**config.mk**
```make
export PLATFORM = sky130hd
export DESIGN_NAME = mode_pin_ctrl
export DESIGN_NICKNAME = d
export VERILOG_FILES = /design/src/rtl/mode_pin_pkg.sv /design/src/rtl/mode_pin_tick.sv /design/src/rtl/mode_pin_debounce.sv /design/src/rtl/mode_pin_fsm.sv /design/src/rtl/mode_pin_ctrl.sv
export SDC_FILE = /design/constraint.sdc
export NUM_CORES = 1
export LEC_CHECK = 0
export BUFFER_PORTS_ARGS = -buffer_cell sky130_fd_sc_hd__buf_2
export CAP_MARGIN = 20
export CORE_ASPECT_RATIO = 1.4
export CORE_UTILIZATION = 34
export DETAILED_ROUTE_END_ITERATION = 8
export HOLD_SLACK_MARGIN = 0.15
export PLACE_DENSITY_LB_ADDON = 0.08
export SLEW_MARGIN = 25
export SYNTH_ARGS = -nofsm -noshare
export SYNTH_HDL_FRONTEND = slang
export SYNTH_HIERARCHICAL = 1
export SYNTH_SLANG_ARGS = --single-unit
```
**constraint.sdc**
```tcl
create_clock -name clk -period 3.17 [get_ports clk]
set_input_delay 0.634 -clock clk [delete_from_list [all_inputs] [get_ports clk]]
set_output_delay 0.634 -clock clk [all_outputs]
set_load 0.01 [all_outputs]
```
**src/rtl/mode_pin_pkg.sv**
```systemverilog
package mode_pin_pkg;

    localparam int DIST_W    = 16;
    localparam int MASK_TAIL = 3;

    typedef enum logic [2:0] {
        ST_IDLE,
        ST_START,
        ST_WAIT,
        ST_PULSE,
        ST_HOLD
    } fsm_st_t;

    typedef struct packed {
        logic hi;
        logic lo_en;
    } pin_drv_t;

    function automatic logic any_drive(input pin_drv_t d);
        return d.hi | d.lo_en;
    endfunction

endpackage

```
**src/rtl/mode_pin_tick.sv**
```systemverilog
module mode_pin_tick #(
    parameter int DIV = 1250
) (
    input  logic clk,
    input  logic rst,
    input  logic restart,
    output logic tick
);
    localparam int CW = (DIV > 1) ? $clog2(DIV) : 1;
    localparam logic [CW-1:0] LAST = CW'(DIV - 1);

    logic [CW-1:0] cnt;

    always_ff @(posedge clk) begin
        if (rst || restart)   cnt <= '0;
        else if (cnt == LAST) cnt <= '0;
        else                  cnt <= cnt + 1'b1;
    end

    assign tick = (cnt == LAST);
endmodule

```
**src/rtl/mode_pin_debounce.sv**
```systemverilog
module mode_pin_debounce #(
    parameter int TICKS = 4
) (
    input  logic clk,
    input  logic rst,
    input  logic pin_in,
    input  logic tick,
    input  logic mask,
    output logic lvl_sync,
    output logic level,
    output logic fall
);
    localparam int CW = $clog2(TICKS + 1);
    localparam logic [CW-1:0] LAST = CW'(TICKS - 1);

    logic [1:0]    sy;
    logic [CW-1:0] cnt;
    logic          level_d;

    assign lvl_sync = sy[1];

    always_ff @(posedge clk) begin
        if (rst) begin
            sy      <= 2'b11;
            cnt     <= '0;
            level   <= 1'b1;
            level_d <= 1'b1;
        end else begin
            sy      <= {sy[0], pin_in};
            level_d <= level;
            if (mask || (lvl_sync == level)) begin
                cnt <= '0;
            end else if (tick) begin
                if (cnt == LAST) begin
                    level <= lvl_sync;
                    cnt   <= '0;
                end else begin
                    cnt <= cnt + 1'b1;
                end
            end
        end
    end

    assign fall = level_d & ~level;
endmodule

```
**src/rtl/mode_pin_fsm.sv**
```systemverilog
module mode_pin_fsm
    import mode_pin_pkg::*;
#(
    parameter int DW = DIST_W
) (
    input  logic          clk,
    input  logic          rst,
    input  logic          fall,
    input  logic          tick,
    input  logic          mask,
    input  logic          lvl_sync,
    input  logic          meas_done,
    input  logic [DW-1:0] meas_dist,
    output fsm_st_t       st,
    output logic          meas_start,
    output logic          drive_hi,
    output logic          tick_restart
);
    fsm_st_t       st_nx;
    logic [DW-1:0] cnt;
    logic          last_tick;

    assign last_tick = tick && (cnt <= DW'(1));

    always_comb begin
        st_nx = st;
        unique case (st)
            ST_IDLE:  if (fall) st_nx = ST_START;
            ST_START: st_nx = ST_WAIT;
            ST_WAIT:  if (meas_done) st_nx = (meas_dist == '0) ? ST_IDLE : ST_PULSE;
            ST_PULSE: if (last_tick) st_nx = ST_HOLD;
            ST_HOLD:  if (!mask) st_nx = lvl_sync ? ST_IDLE : ST_START;
            default:  st_nx = ST_IDLE;
        endcase
    end

    always_ff @(posedge clk) begin
        if (rst) begin
            st  <= ST_IDLE;
            cnt <= '0;
        end else begin
            st <= st_nx;
            if (st == ST_WAIT && meas_done)   cnt <= meas_dist;
            else if (st == ST_PULSE && tick)  cnt <= cnt - 1'b1;
        end
    end

    assign meas_start   = (st == ST_START);
    assign drive_hi     = (st == ST_PULSE);
    assign tick_restart = (st == ST_WAIT) && meas_done;
endmodule

```
**src/rtl/mode_pin_ctrl.sv**
```systemverilog
module mode_pin_ctrl
    import mode_pin_pkg::*;
#(
    parameter int TICK_DIV  = 1250,
    parameter int DEB_TICKS = 4
) (
    input  logic              clk,
    input  logic              rst,
    input  logic              pin_in,
    output logic              pin_drive_hi,
    output logic              pin_drive_lo_en,
    input  logic              busy_mode_en,
    input  logic              bus_acq_active,
    output logic              meas_start,
    input  logic              meas_done,
    input  logic [DIST_W-1:0] meas_dist,
    output logic              pin_status
);
    logic tick, tick_restart, mask, lvl_sync, level, fall, hi;
    logic [MASK_TAIL-1:0] tail;
    pin_drv_t drv;
    fsm_st_t  fsm_st;

    assign drv.hi    = hi;
    assign drv.lo_en = busy_mode_en & bus_acq_active & ~hi;

    // Own drive plus a tail covering the synchroniser delay after release.
    always_ff @(posedge clk) begin
        if (rst) tail <= '0;
        else     tail <= {tail[MASK_TAIL-2:0], any_drive(drv)};
    end
    assign mask = any_drive(drv) | (|tail);

    mode_pin_tick #(.DIV(TICK_DIV)) u_tick (
        .clk(clk), .rst(rst), .restart(tick_restart), .tick(tick)
    );

    mode_pin_debounce #(.TICKS(DEB_TICKS)) u_deb (
        .clk(clk), .rst(rst), .pin_in(pin_in), .tick(tick), .mask(mask),
        .lvl_sync(lvl_sync), .level(level), .fall(fall)
    );

    mode_pin_fsm #(.DW(DIST_W)) u_fsm (
        .clk(clk), .rst(rst), .fall(fall), .tick(tick), .mask(mask),
        .lvl_sync(lvl_sync), .meas_done(meas_done), .meas_dist(meas_dist),
        .st(fsm_st), .meas_start(meas_start), .drive_hi(hi),
        .tick_restart(tick_restart)
    );

    assign pin_drive_hi    = drv.hi;
    assign pin_drive_lo_en = drv.lo_en;
    assign pin_status      = ~level;
endmodule

```
==> results.json <==
{
  "status": "finished, final reports clean",
  "synth-async-reset-ratio": 0,
  "crit_top_cell": "buf_4",
  "viasPerCell": 5.61,
  "gr-total-overflow": 0,
  "synth-simple-area-share": 0.307,
  "hold_buffers": 0,
  "switching_share": 0.231,
  "power.density_nw_per_um2": 386,
  "routed_wl_um": 5330,
  "pwr-share-seq": 0.561,
  "cts_sinks": 40,
  "p_total_mw": 0.919,
  "slew_headroom": 0.484,
  "drc": 0,
  "layout-drive-gt1-share": 0.181,
  "dp_slack_ps": 838,
  "gr-usage-all-layers": 0.174,
  "dr.pass1.iters": 4,
  "ys_seq_area_frac": 0.381,
  "rsz0062_at_grt": "false",
  "crit_chain": "or4b_4 > nor3_1 > buf_4 > nand4b_1 > buf_4 > or3_1 > a31oi_1",
  "clock.fmax_mhz": 428,
  "coreArea_um2": 5900,
  "synth_seq_cells": 40,
  "synthCells": 251,
  "drv_slew": 0,
  "n_antenna_cell": 0,
  "dieArea_um2": 6500,
  "syn_avg_cell_area_um2": 8.36,
  "portBuffers": 25,
  "yosysUniqueCellTypes": 52,
  "antenna_found_initial": 0,
  "cp.required_ps": 3380,
  "route.vias.total": 1945,
  "htreeDepth": 2,
  "synth_mux_area_frac": 0.0149,
  "p_comb_frac": 0.052,
  "synth_compound_area_frac": 0.193,
  "synth_nets": 278,
  "fin_crit_sh": 0.736,
  "initial_core_util": 0.356,
  "dp.final_hpwl_um": 3810,
  "cts_max_path_buffers": 2,
  "fin_hold_ws_ps": 412,
  "p_leak_nw": 0.854,
  "clk_pin_slew_worst_paths_ps": 80,
  "place_congestion": 0.784,
  "insertion_delay_ps": 290,
  "syn_to_final_growth_pct": 13.5,
  "post-cts-setup-buffer-count": 0,
  "grt_pass1_wl_um": 8440,
  "tightest_slew_ps": 768,
  "io_pins": 26,
  "yosysWarningCount": 6,
  "fin_crit_ps": 2330,
  "cp.arrival_ps": 2550,
  "chipWidth_um": 68.4,
  "crit_buf_inv": 2,
  "end_kind": "register",
  "drt-initial-drc-count": 115,
  "grt_pass1_vias": 1758,
  "finClkSkew_ps": 6.28,
  "rows": 33,
  "finalSetupTns_ps": 0,
  "finalWorstSetupSlack_ps": 836,
  "cts_resized": 0,
  "worst_setup_path_start_kind": "register",
  "syn-cell-area_um2": 2100,
  "min_path_type": "reg -> reg",
  "yosys_most_used_dff": "dfxtp_1",
  "synthXorXnorAreaFrac": 0.0250,
  "intPower_mw": 0.706,
  "pwr-share-clk": 0.388,
  "cts_tree": "built",
  "finalSetupViolations": 0,
  "worstSetupPathType": "reg -> reg",
  "synth_edf_count": 0,
  "worst-path-max-fanout": 7,
  "cts_root_buf": "clkbuf_8",
  "antenna_left": 0,
  "p_sw_mw": 0.213,
  "drv_cap": 0,
  "cpMaxStageDelayCell": "or4b_4",
  "hold_viol_final": 0,
  "slowest_delay_ps": 550,
  "cp_top_family": "simple AND/OR/NAND/NOR gates",
  "grt_max_degree": 29,
  "ir_worst_vdd_mv": 0.181,
  "cts_buffers": 5,
  "wire_per_inst_um": 15.4,
  "dieHeight_um": 95.0,
  "synth-adder-area-share": 0.0298,
  "nNetsFinal": 303,
  "synth_top_family_by_area": "simple AND/OR/NAND/NOR gates"
}
layout make-up:
| type | instances | area, µm² |
|---|---|---|
| Tap cell | 70 | 87.6 |
| Sequential cell | 40 | 801 |
| Clock buffer | 8 | 90.1 |
| Inverter | 12 | 45.0 |
| Timing Repair Buffer | 30 | 163 |
| Multi-Input combinational cell | 187 | 1200 |
| Fill cell | 610 | 3520 |
power groups by stage:
stage	Combinational, mW	Sequential, mW	Clock [mW]
CTS	0.0483	0.516	0.368
global placement	0.0486	0.527	0
detailed placement	0.0479	0.528	0
global route	0.0531	0.517	0.392
finish	0.0474	0.515	0.356
floorplan	0.0240	0.526	0
cell families after synthesis:
group | after synthesis
buffers and inverters | 24
multiplexers | 3
adder cells (fa/ha/maj) | 5
flip-flops | 40
AO/OA/AOI/OAI | 59
AND/OR/NAND/NOR | 114
XOR/XNOR | 6
path summary, 6_finish.rpt:
check,from,to,slack (ps),cells past startpoint
worst max-delay path,u_tick/cnt[2],u_fsm/cnt[10],840,7
worst min-delay path,u_deb/sy[0],u_deb/sy[1],410,1
worst max register to register,u_tick/cnt[2],u_fsm/cnt[10],840,7
worst min register to register,u_deb/sy[0],u_deb/sy[1],410,1
Yosys cell counts, types with 4 or more instances:
master	n	area (µm²)
dfxtp_1	40	801
nor2_1	24	90.1
nand2_1	22	82.6
a21oi_1	12	60.1
nand3_1	12	60.1
inv_1	11	41.3
o21ai_0	11	55.1
a31oi_1	10	62.6
nand4_1	9	56.3
nor3_1	8	40.0
or3_1	7	43.8
clkbuf_1	6	22.5
nor4_1	6	37.5
a32oi_1	5	43.8
ha_1	5	62.6
buf_2	4	20.0
or4_1	4	30.0
xor2_1	4	35.0
sequential cells by signal, summed over array words and instances, names as in the netlist:
register       count
u_fsm/cnt         16
u_tick/cnt        11
tail               3
u_deb/cnt          3
u_fsm/st           3
u_deb/sy           2
u_deb/level        1
u_deb/level_d      1
layer usage:
layer	track usage	part of all wire	vias up
li1	-	-	987
met1	0.205	0.45	913
met2	0.298	0.50	39
met3	0.0374	0.037	6
met4	0.0677	0.014	0
met5	0	0	-
placed cells by master (no fill, tap or decap), types with 7 or more instances in the layout:
cell / n
dfxtp_1: 40
nand2_1: 22
or3_1: 7
nand4_1: 9
nand3_1: 12
a31oi_1: 10
buf_2: 25
o21ai_0: 11
a21oi_1: 12
nor3_1: 8
inv_1: 11
nor2_1: 24
stage by stage:
stage                      util  std cells  instance area (µm²)
final                     0.403        347                 2380
after global routing      0.403        347                 2380
after CTS                 0.403        347                 2380
after detailed placement  0.388        339                 2290
after global placement    0.388        339                 2290
after floorplan               -        251                 2100
(Power assumes the default switching activity.)
